## src/rtl/irq_pkg.sv

```systemverilog
package irq_pkg;
    typedef enum logic [1:0] {
        SV_IDLE    = 2'd0,
        SV_SINGLE  = 2'd1,
        SV_STACKED = 2'd2
    } svc_state_e;
endpackage

```

## src/rtl/irq_edge_latch.sv

```systemverilog
module irq_edge_latch #(
    parameter int N_SRC = 4,
    localparam int IDX_W = $clog2(N_SRC)
) (
    input  logic             clk,
    input  logic             rst_n,
    input  logic [N_SRC-1:0] src_req,
    input  logic             ack_fire,
    input  logic [IDX_W-1:0] ack_idx,
    output logic [N_SRC-1:0] pend,
    output logic [N_SRC-1:0] rise
);
    logic [N_SRC-1:0] req_q;
    logic [N_SRC-1:0] clr_mask;

    assign rise = src_req & ~req_q;

    always_comb begin
        clr_mask = '0;
        if (ack_fire) clr_mask[ack_idx] = 1'b1;
    end

    // a fresh edge wins over the clear so the event is kept
    always_ff @(posedge clk or negedge rst_n) begin
        if (!rst_n) begin
            req_q <= '0;
            pend  <= '0;
        end else begin
            req_q <= src_req;
            pend  <= (pend & ~clr_mask) | rise;
        end
    end
endmodule

```

## src/rtl/irq_svc_fsm.sv

```systemverilog
module irq_svc_fsm
    import irq_pkg::*;
#(
    parameter int N_SRC = 4,
    localparam int IDX_W = $clog2(N_SRC)
) (
    input  logic             clk,
    input  logic             rst_n,
    input  logic             ack_fire,
    input  logic [IDX_W-1:0] ack_idx,
    input  logic             done,
    output svc_state_e       state,
    output logic [N_SRC-1:0] isr
);
    svc_state_e       state_n;
    logic [N_SRC-1:0] set_mask;
    logic [N_SRC-1:0] drop_mask;
    logic [N_SRC-1:0] isr_n;
    int unsigned      depth;

    always_comb begin
        set_mask = '0;
        if (ack_fire) set_mask[ack_idx] = 1'b1;
    end

    // end of service retires the highest level in service
    always_comb begin
        drop_mask = '0;
        if (done) begin
            for (int i = 0; i < N_SRC; i++) begin
                if (isr[i]) begin
                    drop_mask    = '0;
                    drop_mask[i] = 1'b1;
                end
            end
        end
    end

    assign isr_n = (isr & ~drop_mask) | set_mask;
    assign depth = $countones(isr);

    always_comb begin
        state_n = state;
        unique case (state)
            SV_IDLE: begin
                if (ack_fire) state_n = SV_SINGLE;                 // acknowledge
            end
            SV_SINGLE: begin
                if (ack_fire && !done)      state_n = SV_STACKED;  // preempt
                else if (done && !ack_fire) state_n = SV_IDLE;     // complete
            end
            SV_STACKED: begin
                if (done && !ack_fire && depth == 2) state_n = SV_SINGLE; // unwind
            end
            default: state_n = SV_IDLE;
        endcase
    end

    always_ff @(posedge clk or negedge rst_n) begin
        if (!rst_n) begin
            state <= SV_IDLE;
            isr   <= '0;
        end else begin
            state <= state_n;
            isr   <= isr_n;
        end
    end
endmodule

```

## src/rtl/irq_prio_sel.sv

```systemverilog
module irq_prio_sel
    import irq_pkg::*;
#(
    parameter int N_SRC = 4,
    localparam int IDX_W = $clog2(N_SRC)
) (
    input  logic [N_SRC-1:0] pend,
    input  logic [N_SRC-1:0] isr,
    input  svc_state_e       state,
    input  logic             nest_mode,
    output logic             irq,
    output logic [IDX_W-1:0] vec
);
    logic             pend_any;
    logic             isr_any;
    logic [IDX_W-1:0] top_isr;
    logic             eligible;

    always_comb begin
        pend_any = 1'b0;
        vec      = '0;
        isr_any  = 1'b0;
        top_isr  = '0;
        for (int i = 0; i < N_SRC; i++) begin
            if (pend[i]) begin
                pend_any = 1'b1;
                vec      = IDX_W'(i);
            end
            if (isr[i]) begin
                isr_any = 1'b1;
                top_isr = IDX_W'(i);
            end
        end
    end

    always_comb begin
        unique case (state)
            SV_IDLE:    eligible = 1'b1;
            SV_SINGLE,
            SV_STACKED: eligible = nest_mode && (!isr_any || vec > top_isr);
            default:    eligible = 1'b0;
        endcase
    end

    assign irq = pend_any && eligible;
endmodule

```

## src/rtl/irq_nest_ctrl.sv

```systemverilog
module irq_nest_ctrl
    import irq_pkg::*;
#(
    parameter int N_SRC = 4,
    localparam int IDX_W = $clog2(N_SRC)
) (
    input  logic             clk,
    input  logic             rst_n,
    input  logic [N_SRC-1:0] src_req,
    input  logic             nest_mode,
    input  logic             int_ack,
    input  logic             svc_done,
    output logic             irq,
    output logic [IDX_W-1:0] irq_vec
);
    logic [N_SRC-1:0] pend;
    logic [N_SRC-1:0] rise;
    logic [N_SRC-1:0] isr;
    svc_state_e       state;
    logic             ack_fire;

    assign ack_fire = int_ack && irq;

    irq_edge_latch #(.N_SRC(N_SRC)) u_latch (
        .clk      (clk),
        .rst_n    (rst_n),
        .src_req  (src_req),
        .ack_fire (ack_fire),
        .ack_idx  (irq_vec),
        .pend     (pend),
        .rise     (rise)
    );

    irq_svc_fsm #(.N_SRC(N_SRC)) u_fsm (
        .clk      (clk),
        .rst_n    (rst_n),
        .ack_fire (ack_fire),
        .ack_idx  (irq_vec),
        .done     (svc_done),
        .state    (state),
        .isr      (isr)
    );

    irq_prio_sel #(.N_SRC(N_SRC)) u_sel (
        .pend      (pend),
        .isr       (isr),
        .state     (state),
        .nest_mode (nest_mode),
        .irq       (irq),
        .vec       (irq_vec)
    );
endmodule

```

## config.mk

```make
export PLATFORM = sky130hd
export DESIGN_NAME = irq_nest_ctrl
export DESIGN_NICKNAME = d
export VERILOG_FILES = /design/src/rtl/irq_pkg.sv /design/src/rtl/irq_edge_latch.sv /design/src/rtl/irq_svc_fsm.sv /design/src/rtl/irq_prio_sel.sv /design/src/rtl/irq_nest_ctrl.sv
export SDC_FILE = /design/constraint.sdc
export NUM_CORES = 1
export LEC_CHECK = 0
export BUFFER_PORTS_ARGS = -buffer_cell sky130_fd_sc_hd__buf_4
export CAP_MARGIN = 15
export CORE_ASPECT_RATIO = 0.75
export CORE_MARGIN = 1.5
export CORE_UTILIZATION = 35
export CTS_CLUSTER_DIAMETER = 100
export CTS_CLUSTER_SIZE = 40
export DETAILED_ROUTE_END_ITERATION = 8
export RECOVER_POWER = 25
export SLEW_MARGIN = 20
export SYNTH_ARGS = -nofsm -noshare
export SYNTH_HDL_FRONTEND = slang
export SYNTH_SLANG_ARGS = --single-unit
```

## constraint.sdc

```tcl
create_clock -name clk -period 3.3 [get_ports clk]
set_input_delay 0.165 -clock clk [delete_from_list [all_inputs] [get_ports clk]]
set_output_delay 0.165 -clock clk [all_outputs]
set_load 0.05 [all_outputs]
```

# Word-level counts from Yosys, hierarchy flattened
# Index checks and enable logic that the tools add are counted.
[totals]
register_bits = 14
input_bits = 9
wordCells = 66
output_inout_bits = 3
[classes]
bitwise_logic = 8
n_mux = 28
n_lt_le_gt_ge = 3
n_addsub = 3
reduce_logical = 14
eq_ne = 6
[op_table]
columns = ["op", "n"]
rows = [
  ["adder 32 bit", 1],
  ["== test 32 x 2 -> 1 bit (second input constant)", 1],
  ["two-way mux 2 bit", 9],
  ["bitwise AND 4 bit", 3],
  ["two-way mux 1 bit", 12],
  ["two-way mux 4 bit", 3],
  ["NOT 4 bit", 3],
  ["bitwise OR 4 bit", 2],
  ["logical AND 1 bit", 7],
  ["one-hot mux 2 bit (3 select lines)", 1],
  ["adder 1 x 1 -> 2 bit", 2],
  ["inequality test 2 x 1 -> 1 bit (second input constant)", 2],
  ["zero test 1 bit", 3],
  ["< comparator 2 x 3 -> 1 bit (second input constant)", 1],
  ["two-way mux 3 bit", 1],
  ["inequality test 3 x 1 -> 1 bit (second input constant)", 1],
  ["AND reduction 3 bit", 1],
  ["demux 1 bit (select 2 bit)", 1],
  ["== test 2 x 1 -> 1 bit (second input constant)", 1],
  ["== test 2 bit (second input constant)", 1],
  [">= comparator 2 x 1 -> 1 bit (second input constant)", 1],
  ["> comparator 2 bit", 1],
  ["zero test 2 bit", 1],
  ["one-hot mux 1 bit (2 select lines)", 1],
  ["2 further kinds", 2],
]

# Logic depth before layout (Yosys ltp)
[depth]
ltp_word = 15
depth_mapped = 13
mapped_depth_nobuf = 13

# Modules after synthesis
# A second synthesis with hierarchy kept.
[unflattened]
hier_cells = 78
hier_area_um2 = 793.3
[modules_own_cells]
columns = ["module", "area_each_um2", "seq_area_each_um2", "cells_each", "instances"]
rows = [
  ["irq_svc_fsm", 355.3, 150.1, 36, 1],
  ["irq_edge_latch", 284.0, 200.2, 20, 1],
  ["irq_prio_sel", 147.6, 0.0, 21, 1],
  ["irq_nest_ctrl", 6.3, 0.0, 1, 1],
]

# Least setup slack after synthesis
# Ideal clock, no wire load.
[synth_path]
path_kind = "register -> register"
startpoint = "register u_latch.pend[1]"
endpoint = "register u_fsm.state[0]"
path_slack_ps = -143
n_path_buf = 0
required_ps = 3234
arrival_time_ps = 3377
setup_ps = 66
path_stages_with_launch = 12
synth_period_minus_slack_ps = 3443
path_cell_list = "dfrtp_1 -> inv_1 -> o21ai_0 -> inv_1 -> ha_1 -> nand2_1 -> o21ai_2 -> a21boi_4 -> ha_1 -> a22o_1 -> o41ai_1 -> a221o_1"
[synth_between]
elab_chain_cells = 14
elab_cells_between_ends = 22
cone_classes = "order compare: 1; eq/ne: 3; mux: 9; reduce/logical: 9"
[synth_lines]
columns = ["element", "line_no", "source"]
rows = [
  ["start, declared", "irq_edge_latch.sv:10", "output logic [N_SRC-1:0] pend,"],
  ["start signal, assigned", "irq_edge_latch.sv:30", "pend <= (pend & ~clr_mask) | rise;"],
  ["two-way mux 1 bit (*)", "irq_prio_sel.sv:25", "if (pend[i]) begin"],
  ["two-way mux 2 bit (*) (2 in a row)", "irq_prio_sel.sv:25", ""],
  ["named net irq_vec[0]", "irq_nest_ctrl.sv:14", "output logic [IDX_W-1:0] irq_vec"],
  ["> comparator 2 bit (*)", "irq_prio_sel.sv:40", "SV_STACKED: eligible = nest_mode && (!isr_any || vec > top_isr);"],
  ["logical OR 1 bit (*)", "irq_prio_sel.sv:40", ""],
  ["logical AND 1 bit (*)", "irq_prio_sel.sv:40", ""],
  ["one-hot mux 1 bit (2 select lines) (*)", "irq_prio_sel.sv:37", "unique case (state)"],
  ["logical AND 1 bit (*)", "irq_prio_sel.sv:45", "assign irq = pend_any && eligible;"],
  ["logical AND 1 bit (*)", "irq_nest_ctrl.sv:22", "assign ack_fire = int_ack && irq;"],
  ["zero test 1 bit", "irq_svc_fsm.sv:50, irq_svc_fsm.sv:53", ""],
  ["logical AND 1 bit", "irq_svc_fsm.sv:50, irq_svc_fsm.sv:53", ""],
  ["logical AND 1 bit", "irq_svc_fsm.sv:53", "if (done && !ack_fire && depth == 2) state_n = SV_SINGLE;"],
  ["inequality test 2 x 1 -> 1 bit (no line)", "-", ""],
  ["AND reduction 3 bit (no line)", "-", ""],
  ["end signal, assigned", "irq_svc_fsm.sv:64", "state <= state_n;"],
  ["end, declared", "irq_svc_fsm.sv:12", "output svc_state_e state,"],
]
# Mark *: on every way through the listed nets, which the timed path passes. The rest lies on a longest branch.
# A chain may end at the register's enable or synchronous reset.

# Worst setup path after layout
[layout_path]
startpoint = "register u_latch.pend[2]"
endpoint = "register u_fsm.state[0]"
[layout_between]
elab_chain_cells = 13
elab_cells_between_ends = 20
cone_classes = "order compare: 1; eq/ne: 3; mux: 7; reduce/logical: 9"
[layout_lines]
columns = ["element", "line_no"]
rows = [
  ["two-way mux 2 bit (2 in a row)", "irq_prio_sel.sv:25"],
  ["> comparator 2 bit", "irq_prio_sel.sv:40"],
  ["logical OR 1 bit", "irq_prio_sel.sv:40"],
  ["logical AND 1 bit", "irq_prio_sel.sv:40"],
  ["one-hot mux 1 bit (2 select lines)", "irq_prio_sel.sv:37"],
  ["logical AND 1 bit (*)", "irq_prio_sel.sv:45"],
  ["logical AND 1 bit (*)", "irq_nest_ctrl.sv:22"],
  ["zero test 1 bit", "irq_svc_fsm.sv:50, irq_svc_fsm.sv:53"],
  ["logical AND 1 bit", "irq_svc_fsm.sv:50, irq_svc_fsm.sv:53"],
  ["logical AND 1 bit", "irq_svc_fsm.sv:53"],
  ["inequality test 2 x 1 -> 1 bit (no line)", "-"],
  ["AND reduction 3 bit (no line)", "-"],
]
# Mark *: on every way between the ends. The rest lies on a longest branch, timed or not.

==> out/qor.tcl <==
set qor(synth-warning-count) 0
set qor(dr.pass1.iters) 4
set qor(detail_route.drc_violations) 0
set qor(synth_ff_type) {sky130_fd_sc_hd__dfrtp_1}
set qor(hold_class) {in -> reg}
set qor(design.core.area_mm2) 0.00258
set qor(yosysTopAreaCellShare_pct) 37.1
set qor(layout-area-overhead-vs-synth_pct) 22.3
set qor(cts_buffer_count) 3
set qor(wl_mm) 1.65
set qor(synth.area.top_cells) {sky130_fd_sc_hd__dfrtp_1 (37%), sky130_fd_sc_hd__ha_1 (21%), sky130_fd_sc_hd__inv_1 (6.8%), sky130_fd_sc_hd__a21oi_1 (3.7%), sky130_fd_sc_hd__nor2b_1 (3.3%)}
set qor(postRouteAntennaNets) 0
set qor(seq_area_um2) 350
set qor(cap_viol_max_count) 0
set qor(post-route-period-util_pct) 81.6
set qor(slew-limit-headroom_pct) 48.9
set qor(leakage_nw) 0.546
set qor(main_combinational_cell_family_by_area_after_synthesis) {adder cells}
set qor(path_clk_slew_ps) 80
set qor(drt_iter0_drc) 16
set qor(outcome) {finished clean}
set qor(power.total_mw) 0.943
set qor(synth_compound_gate_area_share_pct) 18.2
set qor(clk_root_buffer_cell) {sky130_fd_sc_hd__clkbuf_4}
set qor(yosys_register_bits) 14
set qor(number_of_antenna_violations_at_the_first_check_in_global_routing) 0
set qor(synth.distinct_cells) 26
set qor(area_taken_by_multi_input_logic_gates_um2) 529
set qor(grt_pass1_wl_mm) 2.64
set qor(rsz0062_at_grt) {false}
set qor(timing_worst_setup_path_type) {reg -> reg}
set qor(clock_tree_from_tritoncts) {built}
set qor(placement_rows) 16
set qor(finalHoldViolCount) 0
set qor(clockBufferDepth) 2
set qor(grtUsageMet2_pct) 16.8
set qor(synth_seq_area_share_pct) 37.1
set qor(post-route-min-period_ps) 2690
set qor(fp.dieH_um) 48.0
set qor(hold_slack_ps) 238
set qor(post_synth_adder_cell_area_pct) 23.3
set qor(postCtsResizedCells) 0
set qor(max_freq_mhz) 371
set qor(yosysMostFrequentCell) {sky130_fd_sc_hd__inv_1}
set qor(avgViaCountPerCell) 4.51
set qor(critical_path.endpoint_type) {flop}
set qor(filler_cell_count) 254
set qor(synth_nets) 120
set qor(power_per_cell_area_mw_per_mm2) 818
set qor(syn-mean-instance-area_um2) 10.0
set qor(grt_util_met3_pct) 1.65
set qor(critical_path_peak_fanout) 10
set qor(cp.required_ps) 3520
set qor(power.ir.vdd_worst_v) 0.000264
set qor(final-max-slew-violation-count) 0
set qor(synth_enable_flop_cells) 0
set qor(worst-endpoint-arrival_ps) 2910
set qor(synth.cell_area_um2) 943
set qor(number_of_global_route_vias_before_repair) 594
set qor(synth-xor-area-share_pct) 0
set qor(async_flop_share_pct) 100
set qor(fp.dieW_um) 63.0
set qor(synth_common_cells) {sky130_fd_sc_hd__inv_1 (17), sky130_fd_sc_hd__ha_1 (16), sky130_fd_sc_hd__dfrtp_1 (14)}
set qor(finalWeightedCongestion) 0.780
set qor(antenna-diode-count) 0
set qor(final.setup_skew_ps) 0.637
set qor(global_route.overflow_total) 0
set qor(synth-simple-area-share_pct) 13.5
set qor(pin_count_of_the_biggest_net_entering_global_routing) 15
set qor(routed_wire_length_per_instance_um) 11.0
set qor(clk-insertion-delay-late_ps) 270
set qor(setup-violations-final) 0
set qor(dieArea_mm2) 0.00302
set qor(finalNetCount) 141
set qor(tns_ps) 0
set qor(grt_usage_pct) 11.6
set qor(tightestPinTransition_ps) 766
set qor(met1_usage_pct) 16.8
set qor(final_layout_size_suffix_gt1_share_pct) 14.9
set qor(synthCells) 94
set qor(synth_mux_area_share_pct) 1.06
set qor(buffers_added_on_ports) 11
set qor(grt_most_used_layer) {met1}
set qor(floorplan.initialDensity_pct) 36.5
set qor(post-synth-top-area-cell) {sky130_fd_sc_hd__dfrtp_1}
set qor(detailroute.via_count) 677
set qor(hpwl_mm) 1.32
set qor(critPathLaunchType) {flop}
set qor(cts.sink_count) 14
set qor(ioPinCount) 12
set qor(htree_num_levels) 1
metal layers:
| metal | part of all wire [%] | wire, µm |
|---|---|---|
| met1 | 55 | 906 |
| met2 | 41 | 682 |
| met3 | 2.7 | 45 |
| met4 | 0.73 | 12 |
| met5 | 0 | 0 |
layout make-up:
cell class	instances	area share (%)
Inverter	17	5.53
Sequential cell	14	30.4
Timing Repair Buffer	16	11.2
Clock buffer	4	3.15
Tap cell	36	3.90
Multi-Input combinational cell	63	45.9
path summary, 6_finish.rpt:
| check | cells after the start | start | endpoint | slack (ps) |
|---|---|---|---|---|
| max | 10 | u_latch.pend[2] | u_fsm.state[0] | 610 |
| min | 3 | svc_done | u_fsm.isr[2] | 240 |
| max reg2reg | 10 | u_latch.pend[2] | u_fsm.state[0] | 610 |
| min reg2reg | 1 | u_latch.req_q[3] | u_latch.pend[3] | 440 |
| max in group asynchronous | 2 | rst_n | u_fsm.isr[2] | 2360 |
| min in group asynchronous | 2 | rst_n | u_latch.req_q[2] | 470 |
worst max-delay path, stage by stage (launching register included):
cell	delay, ps
sky130_fd_sc_hd__dfrtp_1	460
sky130_fd_sc_hd__nor2_1	200
sky130_fd_sc_hd__inv_1	130
sky130_fd_sc_hd__ha_1	310
sky130_fd_sc_hd__nor2b_1	150
sky130_fd_sc_hd__o21ai_2	90
sky130_fd_sc_hd__a21boi_4	260
sky130_fd_sc_hd__ha_1	290
sky130_fd_sc_hd__a22o_1	270
sky130_fd_sc_hd__o41ai_1	270
sky130_fd_sc_hd__a221o_1	200
cells by family (layout without fill, tap and decap cells):
group | Yosys count | after routing
muxes | 1 | 1
buffers and inverters | 17 | 37
adders and majority gates | 17 | 17
DFF | 14 | 14
AOI/OAI and AO/OA | 24 | 24
and+or+nand+nor | 21 | 21
what timing repair did:
item                      4_1_cts  5_1_grt
setup buffers                   0        0
hold buffers                    5        0
hold endpoints to repair       18        0
where the power goes:
part           internal, mW  switching, mW  total (mW)
Combinational         0.224          0.321       0.544
Sequential            0.216         0.0632       0.280
Clock                0.0670         0.0524       0.119
state kept, by name (all words and copies together), names as in the netlist:
name / cells
u_fsm.isr: 4
u_fsm.state: 2
u_latch.pend: 4
u_latch.req_q: 4
placed cells by master (no fill, tap or decap), types with 2 or more instances in the layout:
master / Yosys / layout
sky130_fd_sc_hd__a21oi_1: 7 / 7
sky130_fd_sc_hd__a22o_1: 2 / 2
sky130_fd_sc_hd__a32o_1: 2 / 2
sky130_fd_sc_hd__buf_4: 0 / 10
sky130_fd_sc_hd__clkbuf_4: 0 / 3
sky130_fd_sc_hd__dfrtp_1: 14 / 14
sky130_fd_sc_hd__dlygate4sd3_1: 0 / 5
sky130_fd_sc_hd__ha_1: 16 / 16
sky130_fd_sc_hd__inv_1: 17 / 17
sky130_fd_sc_hd__nand2_1: 5 / 5
sky130_fd_sc_hd__nor2_1: 4 / 4
sky130_fd_sc_hd__nor2b_1: 5 / 5
sky130_fd_sc_hd__nor3_1: 2 / 2
sky130_fd_sc_hd__o21ai_0: 3 / 2
sky130_fd_sc_hd__o21ai_1: 3 / 4
stage by stage:
| step | util (%) | setup slack [ps] | cells | instance area, µm² |
|---|---|---|---|---|
| 2_1_floorplan | - | 279 | 94 | 943 |
| 3_3_place_gp | 41.5 | 706 | 141 | 1070 |
| 3_5_place_dp | 41.5 | 615 | 141 | 1070 |
| 4_1_cts | 44.8 | 604 | 150 | 1160 |
| 5_1_grt | 44.7 | 352 | 150 | 1150 |
| 6_report | 44.7 | 607 | 150 | 1150 |
(Power assumes the default switching activity.)
